[src/rtl/aflag_pkg.sv]
package aflag_pkg;
    localparam int DW  = 8;
    localparam int NIB = DW / 2;

    localparam int B_C    = 0;
    localparam int B_DC   = 1;
    localparam int B_Z    = 2;
    localparam int B_PD   = 3;
    localparam int B_TO   = 4;
    localparam int B_BANK = 5;
    localparam int HI_W   = DW - B_BANK;   // bank bit plus reserved bits
    localparam int FL_W   = 3;

    typedef enum logic [2:0] {
        OPC_NONE  = 3'd0,
        OPC_ZONLY = 3'd1,
        OPC_ADD   = 3'd2,
        OPC_SUB   = 3'd3,
        OPC_ROL   = 3'd4,
        OPC_ROR   = 3'd5
    } opc_e;

    // encoding is {time-out, power-down}
    typedef enum logic [1:0] {
        ST_RUN       = 2'b11,
        ST_SLEPT     = 2'b10,
        ST_TMO_RUN   = 2'b01,
        ST_TMO_SLEPT = 2'b00
    } pwr_st_e;
endpackage

[src/rtl/aflag_arith.sv]
module aflag_arith
    import aflag_pkg::*;
#(
    parameter int W = DW,
    parameter int H = W / 2
) (
    input  logic [2:0]      opc,
    input  logic [W-1:0]    a,
    input  logic [W-1:0]    b,
    input  logic [W-1:0]    res,
    output logic [FL_W-1:0] val,   // {z, dc, c}
    output logic [FL_W-1:0] upd    // per-bit update mask
);
    logic [W:0] add_full, sub_full;
    logic [H:0] add_half, sub_half;
    logic       zr;

    always_comb begin
        add_full = {1'b0, a} + {1'b0, b};
        sub_full = {1'b0, a} + {1'b0, ~b} + (W+1)'(1);
        add_half = {1'b0, a[H-1:0]} + {1'b0, b[H-1:0]};
        sub_half = {1'b0, a[H-1:0]} + {1'b0, ~b[H-1:0]} + (H+1)'(1);
        zr       = (res == '0);
    end

    always_comb begin
        val = '0;
        upd = '0;
        unique case (opc)
            OPC_ZONLY: begin
                val = {zr, 2'b00};
                upd = 3'b100;
            end
            OPC_ADD: begin
                val = {zr, add_half[H], add_full[W]};
                upd = 3'b111;
            end
            OPC_SUB: begin
                val = {zr, sub_half[H], sub_full[W]};
                upd = 3'b111;
            end
            OPC_ROL: begin
                val = {2'b00, a[W-1]};
                upd = 3'b001;
            end
            OPC_ROR: begin
                val = {2'b00, a[0]};
                upd = 3'b001;
            end
            default: begin
                val = '0;
                upd = '0;
            end
        endcase
    end
endmodule

[src/rtl/aflag_pwr_fsm.sv]
module aflag_pwr_fsm
    import aflag_pkg::*;
(
    input  logic clk,
    input  logic rst_n,
    input  logic ev_por,
    input  logic ev_clr,
    input  logic ev_sleep,
    input  logic ev_tmo,
    output logic to_bit,
    output logic pd_bit
);
    pwr_st_e st_q, st_d;

    always_ff @(posedge clk or negedge rst_n) begin
        if (!rst_n) st_q <= ST_RUN;
        else        st_q <= st_d;
    end

    always_comb begin
        st_d = st_q;
        if (ev_por) begin
            st_d = ST_RUN;
        end else if (ev_tmo) begin
            unique case (st_q)
                ST_RUN, ST_TMO_RUN:     st_d = ST_TMO_RUN;
                ST_SLEPT, ST_TMO_SLEPT: st_d = ST_TMO_SLEPT;
                default:                st_d = ST_TMO_RUN;
            endcase
        end else if (ev_clr) begin
            st_d = ST_RUN;
        end else if (ev_sleep) begin
            st_d = ST_SLEPT;
        end
    end

    always_comb begin
        unique case (st_q)
            ST_RUN:       begin to_bit = 1'b1; pd_bit = 1'b1; end
            ST_SLEPT:     begin to_bit = 1'b1; pd_bit = 1'b0; end
            ST_TMO_RUN:   begin to_bit = 1'b0; pd_bit = 1'b1; end
            ST_TMO_SLEPT: begin to_bit = 1'b0; pd_bit = 1'b0; end
            default:      begin to_bit = 1'b1; pd_bit = 1'b1; end
        endcase
    end
endmodule

[src/rtl/aflag_status_reg.sv]
module aflag_status_reg
    import aflag_pkg::*;
(
    input  logic          clk,
    input  logic          rst_n,
    input  logic [2:0]    op_cls,
    input  logic [DW-1:0] opa,
    input  logic [DW-1:0] opb,
    input  logic [DW-1:0] alu_res,
    input  logic          wr_en,
    input  logic [DW-1:0] wr_data,
    input  logic          por,
    input  logic          wdt_clr,
    input  logic          sleep,
    input  logic          wdt_to,
    output logic [DW-1:0] rd_data,
    output logic          bank_sel
);
    logic [FL_W-1:0] fl_val, fl_upd, fl_q;
    logic [HI_W-1:0] hi_q;
    logic            to_b, pd_b;
    logic            sw_blocked;

    aflag_arith #(.W(DW), .H(NIB)) u_arith (
        .opc (op_cls),
        .a   (opa),
        .b   (opb),
        .res (alu_res),
        .val (fl_val),
        .upd (fl_upd)
    );

    aflag_pwr_fsm u_pwr (
        .clk      (clk),
        .rst_n    (rst_n),
        .ev_por   (por),
        .ev_clr   (wdt_clr),
        .ev_sleep (sleep),
        .ev_tmo   (wdt_to),
        .to_bit   (to_b),
        .pd_bit   (pd_b)
    );

    // any flag-producing class takes the flag bits away from software
    assign sw_blocked = |fl_upd;

    genvar gi;
    generate
        for (gi = 0; gi < HI_W; gi++) begin : g_hi
            always_ff @(posedge clk or negedge rst_n) begin
                if (!rst_n)     hi_q[gi] <= 1'b0;
                else if (wr_en) hi_q[gi] <= wr_data[B_BANK+gi];
            end
        end
        for (gi = 0; gi < FL_W; gi++) begin : g_fl
            always_ff @(posedge clk or negedge rst_n) begin
                if (!rst_n)                     fl_q[gi] <= 1'b0;
                else if (fl_upd[gi])            fl_q[gi] <= fl_val[gi];
                else if (wr_en && !sw_blocked)  fl_q[gi] <= wr_data[B_C+gi];
            end
        end
    endgenerate

    assign rd_data  = {hi_q, to_b, pd_b, fl_q};
    assign bank_sel = hi_q[0];
endmodule

[config.mk]
export PLATFORM = sky130hd
export DESIGN_NAME = aflag_status_reg
export DESIGN_NICKNAME = d
export VERILOG_FILES = /design/src/rtl/aflag_pkg.sv /design/src/rtl/aflag_arith.sv /design/src/rtl/aflag_pwr_fsm.sv /design/src/rtl/aflag_status_reg.sv
export SDC_FILE = /design/constraint.sdc
export NUM_CORES = 1
export LEC_CHECK = 0
export ABC_AREA = 1
export CAP_MARGIN = 10
export CELL_PAD_IN_SITES_DETAIL_PLACEMENT = 2
export CELL_PAD_IN_SITES_GLOBAL_PLACEMENT = 2
export CORE_MARGIN = 2
export CORE_UTILIZATION = 18
export DETAILED_ROUTE_END_ITERATION = 10
export PLACE_DENSITY = 0.79
export SYNTH_ARGS = -nofsm -noshare
export SYNTH_HDL_FRONTEND = slang
export SYNTH_SLANG_ARGS = --single-unit
[constraint.sdc]
create_clock -name clk -period 1.2 [get_ports clk]
set_clock_uncertainty 0.1 [all_clocks]
set_input_delay 0.12 -clock clk [delete_from_list [all_inputs] [get_ports clk]]
set_output_delay 0.12 -clock clk [all_outputs]
set_load 0.03 [all_outputs]
* Word-level counts from Yosys, hierarchy flattened *
Index checks and enable logic that the tools add are counted.

word-level totals
  flip-flop bits (word level) = 8
  bits of input ports = 42
  logic and storage cells = 53

cells by class
  $add $sub $neg = 6
  eq/ne operators = 8
  muxes and demuxes = 15
  bitwise operators = 2
  reductions and logical operators = 15

operators by type and width
  operator                                              number
  adder 8 x 8 -> 9 bit                                  2
  case mux 3 bit (5 select lines)                       1
  OR reduction 2 bit                                    6
  adder 4 x 4 -> 5 bit                                  2
  adder 9 x 1 -> 9 bit (second input constant)          1
  case mux 3 bit (3 select lines)                       1
  logical NOT 8 bit                                     1
  2-to-1 mux 2 bit                                      4
  inverter 8 bit                                        1
  equality test 3 x 2 -> 1 bit (second input constant)  2
  equality test 3 bit (second input constant)           2
  2-to-1 mux 1 bit                                      6
  nonzero test 2 bit                                    3
  adder 5 x 1 -> 5 bit (second input constant)          1
  equality test 2 bit (second input constant)           2
  inverter 4 bit                                        1
  case mux 1 bit (2 select lines)                       2
  case mux 2 bit (2 select lines)                       1
  nonzero test 4 bit                                    1
  equality test 3 x 1 -> 1 bit (second input constant)  1
  OR reduction 3 bit                                    1
  equality test 2 x 1 -> 1 bit (second input constant)  1
  logical NOT 2 bit                                     1
  logical AND 1 bit                                     1
  logical NOT 1 bit                                     1

* Longest topological paths before layout *
  depth after elaboration = 8
  depth in mapped cells = 11
  gate-level depth less buffers = 11

* By module *
A second synthesis with hierarchy kept.

second synthesis, totals
  cell total of the unflattened synthesis = 150
  area total of the unflattened synthesis = 957.2 sq um

modules (own cells, without submodules)
  module            instances  cells an instance  area each (sq um)  seq. area each (sq um)
  aflag_arith       1          91                 519.2              0.0
  aflag_status_reg  1          40                 314.1              150.1
  aflag_pwr_fsm     1          19                 123.9              52.6

* Worst setup path after synthesis *
OpenSTA, ideal clock, no wires.

  kind = in2reg
  from = in opb[7]
  to = reg fl_q[0] (netlist: rd_data[0])
  setup time = 0.130 ns
  arrival time = 0.893 ns
  setup slack = 0.076 ns
  cell stages on the path = 9
  cells stage by stage = inv_1 > ha_1 > inv_1 > a21oi_1 > nand2_1 > nand2_1 > nand2_1 > nor2_1 > nand4_1

between the ends
  word-level cells in the longest chain between the ends = 5

RTL lines
  what                                 RTL line                RTL
  start: declaration                   aflag_status_reg.sv:8   input logic [DW-1:0] opb,
  inverter 8 bit                       aflag_arith.sv:20       sub_full = {1'b0, a} + {1'b0, ~b} + (W+1)'(1);
  adder 8 x 8 -> 9 bit                 aflag_arith.sv:20
  adder 9 x 1 -> 9 bit                 aflag_arith.sv:20
  case mux 3 bit (5 select lines) (*)  aflag_arith.sv:29       unique case (opc)
  2-to-1 mux 1 bit (*)                 aflag_status_reg.sv:58  else if (fl_upd[gi]) fl_q[gi] <= fl_val[gi];
  end signal: indexed assignment       aflag_status_reg.sv:58
  end signal: indexed assignment       aflag_status_reg.sv:59  else if (wr_en && !sw_blocked) fl_q[gi] <= wr_data[B_C+gi];
  end: declaration                     aflag_status_reg.sv:19  logic [FL_W-1:0] fl_val, fl_upd, fl_q;

Mark *: on every way between the ends. The rest lies on a longest branch, timed or not.
A chain may end at the register's enable or synchronous reset.

* Worst setup path in the final report *
  from = reg u_pwr.st_q[1]
  to = out rd_data[4]

between the ends
  word-level cells in the longest chain between the ends = 3

RTL lines
  what                                                  RTL line                RTL
  start: declaration                                    aflag_pwr_fsm.sv:13     pwr_st_e st_q, st_d;
  start signal: assignment                              aflag_pwr_fsm.sv:17     else st_q <= st_d;
  equality test 2 x 1 -> 1 bit (tied with other cells)  aflag_pwr_fsm.sv:38     unique case (st_q)
  OR reduction 2 bit (no source line)                   n/a
  case mux 1 bit (2 select lines) (*)                   aflag_pwr_fsm.sv:38
  end: declaration                                      aflag_status_reg.sv:16  output logic [DW-1:0] rd_data,

Marks and branches as above.

==> flow_summary.toml <==
[clocking]
cts_buffer_depth = 2
cts_made_buffers = 3
tritoncts = "done"
hold_buffers = 0
htree_levels = 1
insertion_delay_ns = 0.22
clk_pin_slew_ns = 0.04
cts_num_sinks = 8
cts_root_buf = "clkbuf_8"

[worst_setup_path]
r2r_slack_ns = 0.32
slowest_stage = "dfstp_2"
crit_buf_inv = 1
path_class = "flip-flop to output pin"
regToRegEndpoint = "rd_data[0]"
reg2regPathDepth = 4
path_cells = "buf_4"
arrival_ns = 0.89
cp_top_family = "flip-flops"
cp_data_required_time_ns = 0.98
crit_path_start_kind = "flip-flop"
cp_num_cells = 1
slowest_delay_ns = 0.52
r2r-start = "rd_data[0]"
crit_path_end_kind = "output pin"
worst-path-max-fanout = 2

[synth]
yosysTopAreaCell = "ha_1"
synth_area_leaders = "ha_1 (20%), dfrtp_1 (17%), nand2_1 (14%)"
syn_inst = 127
yosysMostFrequentCell = "nand2_1"
seq_area_frac_synth_pct = 23.6
syn_nets = 183
syn_area_um2 = 860
synth_edf_count = 0
synthArstFlopShare_pct = 100
synth-seq-cells = 8
synth_top_area_share_pct = 20.4
avgSynthCellArea_um2 = 6.77
yosys_most_used_dff = "dfrtp_1"
ys_warn_count = 0
yosysUniqueCellTypes = 23
synthTopCellsByCount = "nand2_1 (33), inv_1 (23), ha_1 (14), nor2_1 (10), a21oi_1 (9)"

[drt]
wl_per_cell_um = 11.0
ant_nets = 0
vias_per_cell = 4.14
wl_um = 2610
drc = 0
drt_iter0_markers = 27
drt_first_pass_iters = 5
vias = 985

[global_routing]
first_global_vias = 1048
grt_overflow = 0
grt_max_degree = 9
grt_util_met2_pct = 18.6
grt.met1_usage_pct = 13.2
top_usage_layer = "met2"
grt_pass1_wl_um = 4470
antenna_found_initial = 0
met3_usage_pct = 0.967
grt_usage_pct = 10.4

[power]
p_per_area_nw_per_um2 = 745
p_leak_nw = 0.797
swShare_pct = 32.5
power_mw = 1.15
p_sw_uw = 373
p_clk_share_pct = 26.9
pwr-share-comb_pct = 45.2
peakVddDrop_mv = 0.325
seq_power_share_pct = 27.9
p_int_uw = 776

[final_layout]
diodes = 0
final_cells = 238
drive_gt1_share_pct = 29.9
final_util_pct = 33.1
fillCellCount = 559
nets = 242
area_growth_syn_to_layout_pct = 79.5

[run]
maxCapViolCount = 0

[sta]
maxSlewViolCount = 0
hold_ws_ns = 0.0918
finalSetupViolations = 0
tns_ns = 0
period_minus_slack_ns = 1.11
timing.slew.headroom_pct = 73.8
period_share_pct = 92.9
rsz0062_at_grt = "no"
worstMarginPinSlew_ns = 0.391
hold_violations = 0
fmax_ghz = 0.897

[floorplanning]
coreArea_um2 = 4660
fp.dieArea_um2 = 5340
rows = 25
die_y_um = 73.1
initial_utilization_pct = 18.4
pin_count = 51
fp.dieW_um = 73.1

[min_path]
holdCritPathClass = "input pin to asynchronous set/reset pin"

[run_status]
status = "finished clean"

[place]
place.gp.congestion = 0.710
port_buffers = 48
dp_hpwl_um = 2310
place_inst = 233
==> cell usage in the layout (no fill, tap or decap), drive strengths merged <==
master         count
nand2             34
inv               25
clkdlybuf4s50     21
buf               21
ha                14
nor2              12
a21oi             11
dlygate4sd2       10
nand3              7
dfrtp              6
clkbuf             6
o21ai              5
nand4              2
clkdlybuf4s15      2
dlymetal6s2s       2
dfstp              2
o21bai             1
nor3               1
o22ai              1
nor4               1
==> state kept, by name (all words and copies together) (netlist names) <==
signal      flops
rd_data         5
bank_sel        1
u_pwr.st_q      2
==> worst max path at each step <==
stage,from,to,slack [ns]
after floorplan,opb[7],rd_data[0],0.08
after global placement,opb[7],rd_data[0],-0.49
after detailed placement,opb[7],rd_data[0],-0.58
after CTS,op_cls[0],rd_data[1],0.003
after global routing,opb[1],rd_data[0],0.001
final,u_pwr.st_q[1],rd_data[4],0.09
==> stage by stage <==
step | instance area [um2] | setup slack, ns
finish | 1540 | 0.0852
global route | 1540 | 0.00118
CTS | 1530 | 0.00300
detailed placement | 1420 | -0.583
global placement | 1420 | -0.490
floorplan | 860 | 0.0764
==> cell families after synthesis <==
group,Yosys count,share of synthesized area (%)
buffers and inverters,30,14.4
and+or+nand+nor,57,29.0
adders and majority gates,14,20.4
DFF,8,23.6
AOI/OAI and AO/OA,18,12.7
==> repair_timing <==
action / 4_1_cts / 5_1_grt
cloned: 0 / 0
gates resized for setup: 38 / 11
pin swaps: 13 / 4
buffers inserted: 2 / 0
setup endpoints to repair: 3 / 4
==> per-layer routing <==
metal / vias to the layer above / wire length (um) / part of all wire (%)
met1: 459 / 1140 / 43
li1: 506 / - / -
met5: - / 0 / 0
met3: 2 / 62 / 2.4
met2: 18 / 1390 / 53
met4: 0 / 25 / 0.96
==> cell type report <==
class                      instances  area [um2]  area share [%]
multi-input combinational         89         621            40.2
tap                               54        67.6            4.38
timing repair buffer              59         517            33.5
clock buffer                       3        41.3            2.68
inverter                          25        93.8            6.08
sequential                         8         203            13.1
==> power groups by stage <==
stage / combinational, mW / clock [mW] / sequential, mW
after floorplan: 0.190 / 0 / 0.371
after global placement: 0.488 / 0 / 0.326
after detailed placement: 0.501 / 0 / 0.325
after CTS: 0.527 / 0.326 / 0.322
after global routing: 0.578 / 0.344 / 0.327
final: 0.520 / 0.309 / 0.321
Note: power is estimated with default switching activity, not from simulation.
